==> config.mk <==
export PLATFORM = sky130hd
export DESIGN_NAME = station_addr_loader
export DESIGN_NICKNAME = d
export VERILOG_FILES = /design/src/rtl/salp_pkg.sv /design/src/rtl/salp_bit_rev.sv /design/src/rtl/salp_read_seq.sv /design/src/rtl/salp_addr_accum.sv /design/src/rtl/station_addr_loader.sv
export SDC_FILE = /design/constraint.sdc
export NUM_CORES = 1
export LEC_CHECK = 0
export ABC_AREA = 1
export BUFFER_PORTS_ARGS = -buffer_cell sky130_fd_sc_hd__buf_2
export CELL_PAD_IN_SITES_DETAIL_PLACEMENT = 0
export CELL_PAD_IN_SITES_GLOBAL_PLACEMENT = 1
export CORE_UTILIZATION = 46
export DETAILED_ROUTE_END_ITERATION = 10
export PLACE_DENSITY = 0.84
export SLEW_MARGIN = 20
export SYNTH_ARGS = -nofsm -noshare
export SYNTH_HDL_FRONTEND = slang
export SYNTH_SLANG_ARGS = --single-unit
==> constraint.sdc <==
create_clock -name clk -period 4.6 [get_ports clk]
set_input_delay 0 -clock clk [delete_from_list [all_inputs] [get_ports clk]]
set_output_delay 0 -clock clk [all_outputs]
set_load 0.02 [all_outputs]
==> src/rtl/salp_pkg.sv <==
package salp_pkg;
  typedef enum logic [1:0] {
    ST_ISSUE = 2'd0,
    ST_WAIT  = 2'd1,
    ST_DONE  = 2'd2
  } seq_state_e;

  localparam int unsigned BYTE_W = 8;
endpackage

==> src/rtl/salp_bit_rev.sv <==
module salp_bit_rev #(
  parameter int unsigned W = 8
) (
  input  logic [W-1:0] d_i,
  output logic [W-1:0] q_o
);
  for (genvar b = 0; b < W; b++) begin : g_swap
    assign q_o[b] = d_i[W-1-b];
  end
endmodule

==> src/rtl/salp_read_seq.sv <==
module salp_read_seq
  import salp_pkg::*;
#(
  parameter int unsigned ENTRIES     = 8,
  parameter int unsigned STRIDE_LOG2 = 4,
  parameter int unsigned RD_LAT      = 2,
  localparam int unsigned IW = $clog2(ENTRIES),
  localparam int unsigned AW = IW + STRIDE_LOG2
) (
  input  logic          clk,
  input  logic          rst_n,
  input  logic          start_i,
  output logic          rd_o,
  output logic [AW-1:0] addr_o,
  output logic          cap_o,
  output logic [IW-1:0] cap_idx_o,
  output logic          last_o
);
  localparam int unsigned CW = $clog2(RD_LAT + 1);

  seq_state_e    state_q, state_n;
  logic [IW-1:0] idx_q, idx_n;
  logic [CW-1:0] cnt_q, cnt_n;
  logic          capture;
  logic          is_last;

  assign capture = (state_q == ST_WAIT) && (cnt_q == CW'(RD_LAT));
  assign is_last = (idx_q == IW'(ENTRIES - 1));

  // next-state logic
  always_comb begin
    state_n = state_q;
    idx_n   = idx_q;
    cnt_n   = cnt_q;
    if (start_i) begin
      state_n = ST_ISSUE;
      idx_n   = '0;
      cnt_n   = '0;
    end else begin
      unique case (state_q)
        ST_ISSUE: begin
          state_n = ST_WAIT;
          cnt_n   = CW'(1);
        end
        ST_WAIT: begin
          if (capture) begin
            cnt_n = '0;
            if (is_last) begin
              state_n = ST_DONE;
            end else begin
              state_n = ST_ISSUE;
              idx_n   = idx_q + IW'(1);
            end
          end else begin
            cnt_n = cnt_q + CW'(1);
          end
        end
        ST_DONE: state_n = ST_DONE;
        default: state_n = ST_ISSUE;
      endcase
    end
  end

  // state registers
  always_ff @(posedge clk or negedge rst_n) begin
    if (!rst_n) begin
      state_q <= ST_ISSUE;
      idx_q   <= '0;
      cnt_q   <= '0;
    end else begin
      state_q <= state_n;
      idx_q   <= idx_n;
      cnt_q   <= cnt_n;
    end
  end

  assign rd_o      = (state_q == ST_ISSUE);
  assign addr_o    = {idx_q, {STRIDE_LOG2{1'b0}}};
  assign cap_o     = capture && !start_i;
  assign cap_idx_o = idx_q;
  assign last_o    = is_last;
endmodule

==> src/rtl/salp_addr_accum.sv <==
module salp_addr_accum
  import salp_pkg::*;
#(
  parameter int unsigned ENTRIES     = 8,
  parameter int unsigned ADDR_BYTES  = 6,
  parameter logic [7:0]  CHECK_VALUE = 8'hFF,
  localparam int unsigned IW = $clog2(ENTRIES),
  localparam int unsigned DW = ADDR_BYTES * BYTE_W
) (
  input  logic              clk,
  input  logic              rst_n,
  input  logic              start_i,
  input  logic              cap_i,
  input  logic [IW-1:0]     idx_i,
  input  logic              last_i,
  input  logic [BYTE_W-1:0] byte_i,
  output logic [DW-1:0]     addr_o,
  output logic              done_o,
  output logic              valid_o
);
  logic [BYTE_W-1:0] shadow_q [ADDR_BYTES];
  logic [BYTE_W-1:0] shadow_n [ADDR_BYTES];
  logic [DW-1:0]     packed_n;
  logic [BYTE_W-1:0] fold_q, fold_n;
  logic              fold_en;
  logic              commit_en;
  logic [DW-1:0]     addr_q;
  logic              done_q, done_n;
  logic              valid_q, valid_n;
  logic              flag_en;

  // per-byte shadow staging, entry 0 lands in the top byte
  for (genvar k = 0; k < ADDR_BYTES; k++) begin : g_shadow
    logic wr_en;
    assign wr_en       = cap_i && (idx_i == IW'(k));
    assign shadow_n[k] = wr_en ? byte_i : shadow_q[k];
    assign packed_n[DW-1-BYTE_W*k -: BYTE_W] = shadow_n[k];

    always_ff @(posedge clk or negedge rst_n) begin
      if (!rst_n) begin
        shadow_q[k] <= '0;
      end else if (wr_en) begin
        shadow_q[k] <= byte_i;
      end
    end
  end

  // checksum fold
  assign fold_en = start_i || cap_i;
  assign fold_n  = start_i ? '0 : (fold_q ^ byte_i);

  always_ff @(posedge clk or negedge rst_n) begin
    if (!rst_n) begin
      fold_q <= '0;
    end else if (fold_en) begin
      fold_q <= fold_n;
    end
  end

  // completion flags
  assign commit_en = cap_i && last_i;
  assign flag_en   = start_i || commit_en;

  always_comb begin
    done_n  = done_q;
    valid_n = valid_q;
    if (start_i) begin
      done_n  = 1'b0;
      valid_n = 1'b0;
    end else if (commit_en) begin
      done_n  = 1'b1;
      valid_n = (fold_n == CHECK_VALUE);
    end
  end

  always_ff @(posedge clk or negedge rst_n) begin
    if (!rst_n) begin
      done_q  <= 1'b0;
      valid_q <= 1'b0;
    end else if (flag_en) begin
      done_q  <= done_n;
      valid_q <= valid_n;
    end
  end

  // published address, replaced in one step
  always_ff @(posedge clk or negedge rst_n) begin
    if (!rst_n) begin
      addr_q <= '0;
    end else if (commit_en) begin
      addr_q <= packed_n;
    end
  end

  assign addr_o  = addr_q;
  assign done_o  = done_q;
  assign valid_o = valid_q;
endmodule

==> src/rtl/station_addr_loader.sv <==
module station_addr_loader
  import salp_pkg::*;
#(
  parameter int unsigned ENTRIES     = 8,
  parameter int unsigned ADDR_BYTES  = 6,
  parameter int unsigned STRIDE_LOG2 = 4,
  parameter int unsigned RD_LAT      = 2,
  parameter logic [7:0]  CHECK_VALUE = 8'hFF,
  localparam int unsigned IW = $clog2(ENTRIES),
  localparam int unsigned AW = IW + STRIDE_LOG2,
  localparam int unsigned DW = ADDR_BYTES * BYTE_W
) (
  input  logic              clk,
  input  logic              rst_n,
  input  logic              start_i,
  output logic              rom_rd_o,
  output logic [AW-1:0]     rom_addr_o,
  input  logic [BYTE_W-1:0] rom_data_i,
  output logic [DW-1:0]     station_addr_o,
  output logic              done_o,
  output logic              valid_o
);
  logic              cap;
  logic [IW-1:0]     cap_idx;
  logic              cap_last;
  logic [BYTE_W-1:0] fixed_byte;

  salp_read_seq #(
    .ENTRIES    (ENTRIES),
    .STRIDE_LOG2(STRIDE_LOG2),
    .RD_LAT     (RD_LAT)
  ) u_seq (
    .clk      (clk),
    .rst_n    (rst_n),
    .start_i  (start_i),
    .rd_o     (rom_rd_o),
    .addr_o   (rom_addr_o),
    .cap_o    (cap),
    .cap_idx_o(cap_idx),
    .last_o   (cap_last)
  );

  salp_bit_rev #(
    .W(BYTE_W)
  ) u_rev (
    .d_i(rom_data_i),
    .q_o(fixed_byte)
  );

  salp_addr_accum #(
    .ENTRIES    (ENTRIES),
    .ADDR_BYTES (ADDR_BYTES),
    .CHECK_VALUE(CHECK_VALUE)
  ) u_acc (
    .clk    (clk),
    .rst_n  (rst_n),
    .start_i(start_i),
    .cap_i  (cap),
    .idx_i  (cap_idx),
    .last_i (cap_last),
    .byte_i (fixed_byte),
    .addr_o (station_addr_o),
    .done_o (done_o),
    .valid_o(valid_o)
  );
endmodule

* After elaboration in Yosys (flattened, before gate mapping) *
Index checks and enable logic that the tools add are counted.

cells by class
  bitwise operators = 1
  reductions and logical operators = 20
  mux-type cells = 22
  $add $sub $neg = 2
  equal/unequal tests = 12

operators by type and width
  operator             number
  $mux 8               7
  $mux 3               4
  $mux 2               5
  $eq 3x3->1 const B   3
  $logic_and 1x1->1    9
  $eq 8x8->1 const B   1
  $xor 8x8->8          1
  $eq 3x2->1 const B   2
  $pmux 2 s3           1
  $reduce_bool 2->1    3
  $eq 2x2->1 const B   2
  $mux 1               4
  $pmux 2 s2           1
  $add 3x1->3 const B  1
  $eq 3x1->1 const B   1
  $logic_not 3->1      1
  $ne 3x2->1 const B   1
  $reduce_and 3->1     1
  $reduce_bool 3->1    1
  $add 2x1->2 const B  1
  $eq 2x1->1 const B   1
  $logic_not 2->1      1
  $logic_or 1x1->1     2
  $ne 2x2->1 const B   1
  other kinds (2)      2

word-level totals
  register bits after elaboration = 113
  logic and storage cells = 70

* Logic depth before layout (Yosys ltp) *
Gate-level depths: netlist of the first run.

  depth in word-level cells = 6
  mapped depth = 10
  depth with buffers taken out = 8

* Modules after synthesis *
Synthesis of the first run repeated with hierarchy kept, for this count alone.

unflattened totals
  cell total of the unflattened synthesis = 514
  area, all modules = 4654.5 um2

by module, submodules not included
  module           times used  seq. area each (um2)  cells each  area each (um2)
  salp_addr_accum  1           2652.5                451         4150.2
  salp_read_seq    1           175.2                 55          444.2
  salp_bit_rev     1           0.0                   8           60.1

* Worst setup path after synthesis of the first run *
OpenSTA, ideal clock, no wires.

  path type = flip-flop to flip-flop
  start point = register u_seq.idx_q[0], in the netlist u_seq.cap_idx_o[0]
  end point = register u_acc.addr_q[15], in the netlist u_acc.addr_o[15]
  cell stages (with the launch flop) = 11
  library setup time = 118 ps
  clock period less this slack = 1719 ps
  arrival time = 1602 ps
  required time = 4482 ps
  path buffers = 2
  path slack = 2881 ps
  cell sequence = dfrtp_1 > ha_1 > ha_1 > inv_1 > nor2_1 > nand2_2 > inv_2 > buf_4 > buf_4 > nand3_1 > nand2_1

between the ends
  cells in the longest elaborated chain, start to end = 3
  elaborated cells between the ends (all ways) = 5
  those cells by class = 2 x eq/ne; 1 x mux; 2 x reduce/logical

ends and longest elaborated chain
  item                    RTL line               source
  start, declared         salp_read_seq.sv:22    logic [IW-1:0] idx_q, idx_n;
  start signal, assigned  salp_read_seq.sv:72    idx_q <= idx_n;
  $eq 3x3->1              salp_addr_accum.sv:35  assign wr_en = cap_i && (idx_i == IW'(k));
  $logic_and 1x1->1       salp_addr_accum.sv:35
  $mux 8                  salp_addr_accum.sv:36  assign shadow_n[k] = wr_en ? byte_i : shadow_q[k];
  end signal, assigned    salp_addr_accum.sv:91  addr_q <= packed_n;
  end, declared           salp_addr_accum.sv:27  logic [DW-1:0] addr_q;

Several ways; a longest one is shown, not always the timed one.
A chain may end at the register's enable or synchronous reset.

* Final worst setup path of the first run *
  start point = register u_seq.state_q[1]
  end point = register u_acc.addr_q[9], in the netlist u_acc.addr_o[9]

between the ends
  cells in the longest elaborated chain, start to end = 5
  elaborated cells between the ends (all ways) = 6
  those cells by class = 1 x eq/ne; 1 x mux; 4 x reduce/logical

ends and longest elaborated chain
  item                    RTL line               source
  start, declared         salp_read_seq.sv:21    seq_state_e state_q, state_n;
  start signal, assigned  salp_read_seq.sv:71    state_q <= state_n;
  $eq 2x1->1 (*)          salp_read_seq.sv:27    assign capture = (state_q == ST_WAIT) && (cnt_q == CW'(RD_LAT));
  $logic_and 1x1->1 (*)   salp_read_seq.sv:27
  $logic_and 1x1->1 (*)   salp_read_seq.sv:79    assign cap_o = capture && !start_i;
  $logic_and 1x1->1       salp_addr_accum.sv:35
  $mux 8                  salp_addr_accum.sv:36

Every way passes the cells marked *; elsewhere a longest branch is shown, timed or not.

==> run metrics, run 1 <==
status=finished, final reports clean; most common cell in the netlist=nand2_1; share of layout cells above drive strength 1=between 15 and 20%; CP Capture Type=register; HPWL after DPL=7.223 mm; Worst VDD drop=0.0001962 V; mapped cell area=roughly 5200 µm²; DP Worst Slack=2.555 ns; CTS clk-pin slew, worst paths=roughly 0.050 ns; DP Area=5570 µm²; largest family of logic cells by synthesized area=simple AND/OR/NAND/NOR gates; Vias/cell=between 5 and 6; Yosys top cell by area=dfrtp_1; RR Endpoint=u_acc.addr_o[9]$_DFFE_PN0P_; GRT Total Usage=between 20 and 25%; hold_sp=rom_data_i[5]; final setup violation count=0; initial core utilization=47.71%; required time of the critical path=4.94 ns; Worst Skew=0.005992 ns; worst hold path cell count=8; type of the worst setup path=reg2reg; Avg Cell Area, Syn=8.429 µm²; post-synthesis simple-gate area fraction=around a third; Layout Cells excl Fill=roughly 840; post-synthesis sequential area ratio=about 54%; antenna violations before repair=0; Post-Synth XOR/XNOR Area=0%; io pins=between 60 and 70; leakage=3.432 nW; Async S/R FF share, synth=100.0%; largest net degree at the start of global routing=69; Synth top area share=approximately 54%; Final Cell Area=about 6300 µm²; clk_lat worst skew=about 0.41 ns; die height=108.5 µm; R2R Path Start=u_seq.state_q[1]$_DFFE_PN0P_; CTS Root Cell=clkbuf_16; # H-tree levels=4; Reg2Reg Setup Slack=2.49 ns; compound-gate portion of the synthesized area=under 10%; Synth-to-Final Area Change=21.63%; total power=between 2 and 3 mW; distinct cell type count after synthesis=24; Worst Hold End=u_acc.valid_o$_DFFE_PN0P_; antenna cells=0; first-pass GRT wire length=between 15 and 20 mm; Final Max Tran Viols=0; Clock Path Buffers=2; clock sink count=between 100 and 150; max_cap viols=0; DRT Wirelength=approximately 12 mm; final worst slack=2.491 ns; Num CTS Buffers=17; Final Hold Vio Count=0; worst hold path class=in2reg; multiplexer share of the synthesized area=0%; wire per inst=roughly 14 µm; unrepaired setup endpoints after global routing=false; vias in the first global route=4108; top cells by area, synth=dfrtp_1 54%, nand2_1 14%, nand4_1 5.9%; Setup crit start kind=register; router iterations before antenna repair=5; Worst slew margin=39.55%; Main synth FF type=dfrtp_1; synth cell count leaders=191 x nand2_1, 113 x dfrtp_1, 72 x inv_1, 61 x nand3_1, 49 x nand4_1; NumNets Final=708; synth warn=0; period utilization=between 40 and 50%; adder-cell area share of the yosys netlist=~1.4%; Least-Margin Pin Slew=slightly above 0.9 ns; PortBufs=64; FF+latch count, synth=about 110; DIE AREA=approximately 12000 µm²; hold_ws=around 0.093 ns; gp weighted congestion=0.7491; Final Critical Period=about 2.1 ns; Crit Path Max Fanout=64; cell count after synthesis=619; # rows=38; Arr. time, crit path=2.45 ns; Placed Cells=roughly 800; residual DRC count=0; CTS tree=yes; grt ovf=0; DR iter-0 viols=291; Post-synth EDFFs=0; die width=~110 µm; Setup TNS=0 ns; Core Box Area=between 10000 and 15000 µm²; vias post-DR=approximately 4.3k; Power Dens Cells=between 400 and 500 nW/µm²; post-route ant nets=0; Layout Utilization=between 50% and 60%; FMAX=around 0.47 GHz; Worst R2R Path Depth=8
## cell usage in the layout (no fill, tap or decap)
master and instances:
and2_1 48, nand3_1 61, dfrtp_1 113, clkinv_1 2, nor2_2 4, buf_2 63
clkbuf_16 17, clkinvlp_4 1, dlygate4sd3_1 13, nand4_1 49, or2_2 1, nor2_4 1
clkbuf_1 3, inv_1 72, o21ai_0 11, a21oi_2 1, ha_1 6, o211ai_1 1
nand2_1 191, conb_1 4, a21oi_1 1, clkinv_4 1, nand2_2 2, bufinv_16 5
clkbuf_8 2, nor2_1 20, inv_2 3, buf_4 5, clkinv_2 3
## how the worst max path moves through the flow
stage                                   end  depth (start not counted)  slack [ns]                      startpoint
2_1_floorplan  u_acc.addr_o[15]$_DFFE_PN0P_                         10        2.88  u_seq.cap_idx_o[0]$_DFFE_PN0P_
3_3_place_gp    u_acc.addr_o[9]$_DFFE_PN0P_                          8        2.58  u_seq.cap_idx_o[1]$_DFFE_PN0P_
3_5_place_dp    u_acc.addr_o[9]$_DFFE_PN0P_                          8        2.56    u_seq.state_q[1]$_DFFE_PN0P_
4_1_cts         u_acc.addr_o[9]$_DFFE_PN0P_                          8        2.54    u_seq.state_q[1]$_DFFE_PN0P_
5_1_grt         u_acc.fold_q[2]$_DFFE_PN0P_                          8        2.28                         start_i
6_report        u_acc.addr_o[9]$_DFFE_PN0P_                          8        2.49    u_seq.state_q[1]$_DFFE_PN0P_
## repair_timing
action	4_1_cts	5_1_grt
setup buffers	0	0
hold endpoints to repair	75	0
hold buffers	13	0
resized for setup	0	0
## power by group
part,internal (mW),total (mW),switching [mW]
combinational,0.0622,0.197,0.135
sequential,1.04,1.06,0.0201
clock,0.987,1.43,0.446
## cell type report
class / instances / area (µm²)
Multi-Input combinational cell: 401 / 1926
Sequential cell: 113 / 2828
Clock buffer: 22 / 464.2
Fill cell: 989 / 4589
Tap cell: 140 / 175.2
Clock inverter: 10 / 181.4
Inverter: 77 / 289.0
Timing Repair Buffer: 81 / 483.0
## worst max-delay path, cell delays in order (launching register included)
cell and delay (ns):
dfrtp_1 0.41, inv_2 0.08, nand2_2 0.07, nor2_4 0.12, buf_4 0.53, nand3_1 0.42
nand2_1 0.19, nand3_1 0.11, nand2_1 0.10
## cell families after synthesis
logic type	after synthesis
AO/OA/AOI/OAI	14
adder cells (fa/ha/maj)	6
buffers and inverters	108
flip-flops	113
other	1
AND/OR/NAND/NOR	377
## state kept, by name (all words and copies together) (netlist names)
register	count
u_seq.cnt_q	2
u_acc.done_o	1
u_acc.fold_q	8
u_seq.state_q	2
u_acc.valid_o	1
u_acc.shadow_q	48
u_seq.cap_idx_o	3
u_acc.addr_o	48
## per-layer routing
layer | part of all wire, % | GRT usage (%) | vias to the layer above
met2 | 45 | 33.63 | 115
li1 | - | - | 2095
met1 | 48 | 30.59 | 2018
met4 | 2.3 | 10.52 | 0
met3 | 4.8 | 5.304 | 25
met5 | 0 | 0 | -
Power figures use the tool's default switching activity.
==> inputs of run 2 (changes only) <==
--- a/config.mk
+++ b/config.mk
@@ -9,9 +9,9 @@
 export BUFFER_PORTS_ARGS = -buffer_cell sky130_fd_sc_hd__buf_2
 export CELL_PAD_IN_SITES_DETAIL_PLACEMENT = 0
 export CELL_PAD_IN_SITES_GLOBAL_PLACEMENT = 1
-export CORE_UTILIZATION = 46
+export CORE_UTILIZATION = 39
 export DETAILED_ROUTE_END_ITERATION = 10
-export PLACE_DENSITY = 0.84
+export PLACE_DENSITY = 0.76
 export SLEW_MARGIN = 20
 export SYNTH_ARGS = -nofsm -noshare
 export SYNTH_HDL_FRONTEND = slang
==> constraint.sdc (replaced) <==
create_clock -name clk -period 1.7 [get_ports clk]
set_input_delay 0 -clock clk [delete_from_list [all_inputs] [get_ports clk]]
set_output_delay 0 -clock clk [all_outputs]
set_load 0.02 [all_outputs]
==> run 2 against run 1 <==
  * Design area increased by 5.2%
  * Critical path depth grew 1
  * Maximum frequency up 31%
  * Clock-buffer cell count fell by 1
  * Largest cell class unchanged
  * Largest power group unchanged
==> run metrics, run 2 (synthesis results as in run 1) <==
unrepaired setup endpoints after global routing=true; slowest CP cell=dfrtp_2; grt ovf=0 (unchanged); max_cap viols=0 (unchanged); Arr. time, crit path=1.92 ns (-0.53 ns); period utilization=95.04% (+49 points); antenna violations before repair=0 (unchanged); DIE AREA=13850 µm² (+18%); CTS tree=yes; vias post-DR=4295 (+0.99%); die height=117.7 µm (+8.4%); most frequent cells in the layout=191 x nand2_1, 111 x dfrtp_1, 71 x inv_1, 63 x buf_2, 54 x nand3_1; Final Critical Period=1.616 ns (-0.4931 ns); Layout Utilization=52.04% (-6.0 points); first-pass GRT wire length=21.40 mm (+8.3%); vias in the first global route=4298 (+4.6%); # rows=41 (+7.9%); gp weighted congestion=0.7546 (+0.73%); Crit Path Max Fanout=18 (-72%); metal2 WL=6.009 mm (+11%); type of the worst setup path=reg2reg; Clock Path Buffers=2 (unchanged); FMAX=0.6189 GHz (+31%); hold_ws=0.08646 ns (-0.006719 ns); wire per inst=14.35 µm (+0.44%); # H-tree levels=4 (unchanged); Setup crit start kind=register; HPWL after DPL=8.235 mm (+14%); worst hold path class=in2async; Synth-to-Final Area Change=27.91%; Core Box Area=12820 µm² (+17%); PortBufs=64 (unchanged); share of layout cells above drive strength 1=20.03% (+4.5 points); status=finished, final reports clean; Num CTS Buffers=17 (unchanged); clock sink count=113 (unchanged); Setup TNS=0 ns (unchanged); Fillers=1249 (+26%); DR iter-0 viols=278 (-4.5%); CP max stage delay=0.40 ns (-0.13 ns); NumNets Final=728 (+2.8%); required time of the critical path=2.00 ns (-2.94 ns); Power Dens Cells=1080 nW/µm² (+150%); leakage=3.569 nW (+4.0%); Met1 Wirelength=5.852 mm (+1.5%); wire length on met3=718 µm (+24%); Vias/cell=4.794 (-4.9%); final setup violation count=0 (unchanged); Placed Cells=851 (+6.5%); CTS clk-pin slew, worst paths=0.05 ns (about the same); residual DRC count=0 (unchanged); clk_lat worst skew=0.42 ns (about the same); largest net degree at the start of global routing=41 (-41%); total power=7.205 mW (+170%); post-route ant nets=0 (unchanged); antenna cells=0 (unchanged); CP Cell Sequence=ha_2, ha_1, inv_2, nor2_1, nand2_2, inv_4, clkbuf_16, nand3_1, nand2_1; GRT Total Usage=20.09% (-2.3 points); Final Max Tran Viols=0 (unchanged); initial core utilization=40.68% (-7.0 points); commonest non-fill, non-tap cell in the layout=nand2_1; DRT Wirelength=12.86 mm (+6.6%); Worst Skew=0.005535 ns (-0.0004570 ns); Layout Cells excl Fill=896 (+6.2%); die width=117.7 µm (+8.4%); CP Capture Type=register; CTS Root Cell=clkbuf_16; Worst VDD drop=0.0004243 V (+120%); io pins=69 (unchanged); top layer used by detailed routing=met4; router iterations before antenna repair=4 (-1); Final Hold Vio Count=0 (unchanged)
run 2: changes by cell type in the layout (fill, tap and decap cells not counted), sizes merged:
| cell | change |
|---|---|
| bufinv | -1 |
| inv | +1 |
| dlygate4sd3 | -3 |
| buf | +22 |
| clkinvlp | +1 |
run 2: layout make-up:
cell class | count | area, µm² | area share (%)
multi-input combinational | 401 | 1983 | 29.72
tap | 172 | 215.2 | 3.225
timing repair buffer | 101 | 733.2 | 10.99
clock buffer | 21 | 460.4 | 6.899
clock inverter | 11 | 160.2 | 2.400
sequential | 113 | 2830 | 42.41
inverter | 77 | 291.5 | 4.368
run 2: worst max-delay path: cells and delay by family (launching register included):
kind                       cells  cell delay, ns
adders and majority gates      2            0.40
and+or+nand+nor                4            0.35
buffers and inverters          3            0.35
DFF                            1            0.40
run 2: where the power goes:
| group | switching [mW] | total (mW) | internal (mW) |
|---|---|---|---|
| clock | 1.22 | 3.73 | 2.51 |
| combinational | 0.396 | 0.623 | 0.227 |
| sequential | 0.0424 | 2.85 | 2.81 |
| total | 1.66 | 7.21 | 5.55 |
run 2: final timing paths:
path | slack [ns] | cells after the start | endpoint | from
max | 0.08 | 9 | u_acc.addr_o[32]$_DFFE_PN0P_ | u_seq.cap_idx_o[0]$_DFFE_PN0P_
min | 0.09 | 2 | u_acc.addr_o[17]$_DFFE_PN0P_ | rst_n
max reg2reg | 0.08 | 9 | u_acc.addr_o[32]$_DFFE_PN0P_ | u_seq.cap_idx_o[0]$_DFFE_PN0P_
min reg2reg | 0.47 | 2 | u_acc.addr_o[43]$_DFFE_PN0P_ | u_acc.addr_o[43]$_DFFE_PN0P_
max in group asynchronous | 1.02 | 3 | u_seq.cap_idx_o[1]$_DFFE_PN0P_ | rst_n
min in group clk | 0.47 | 2 | u_acc.addr_o[43]$_DFFE_PN0P_ | u_acc.addr_o[43]$_DFFE_PN0P_
run 2: repair_timing:
| action | 4_1_cts | 5_1_grt |
|---|---|---|
| hold endpoints to repair | 121 | 0 |
| endpoints found under the setup margin | 0 | 88 |
| buffers inserted | 0 | 2 |
| hold buffers | 10 | 0 |
| gates resized for setup | 0 | 18 |
run 2: per-layer routing:
layer  global-route usage (%)  vias to the layer above
met5                        0                        -
met1                    26.28                     2030
met3                    5.911                       19
li1                         -                     2139
met4                    9.856                        0
met2                    30.33                      107
run 2: stage by stage:
| stage | instance area [µm²] | setup slack [ns] |
|---|---|---|
| floorplan | 5231 | 0.01721 |
| global placement | 5826 | 0.04627 |
| detailed placement | 5826 | 0.03028 |
| CTS | 6546 | 0.01863 |
| global route | 6674 | -0.01568 |
| finish | 6674 | 0.08425 |
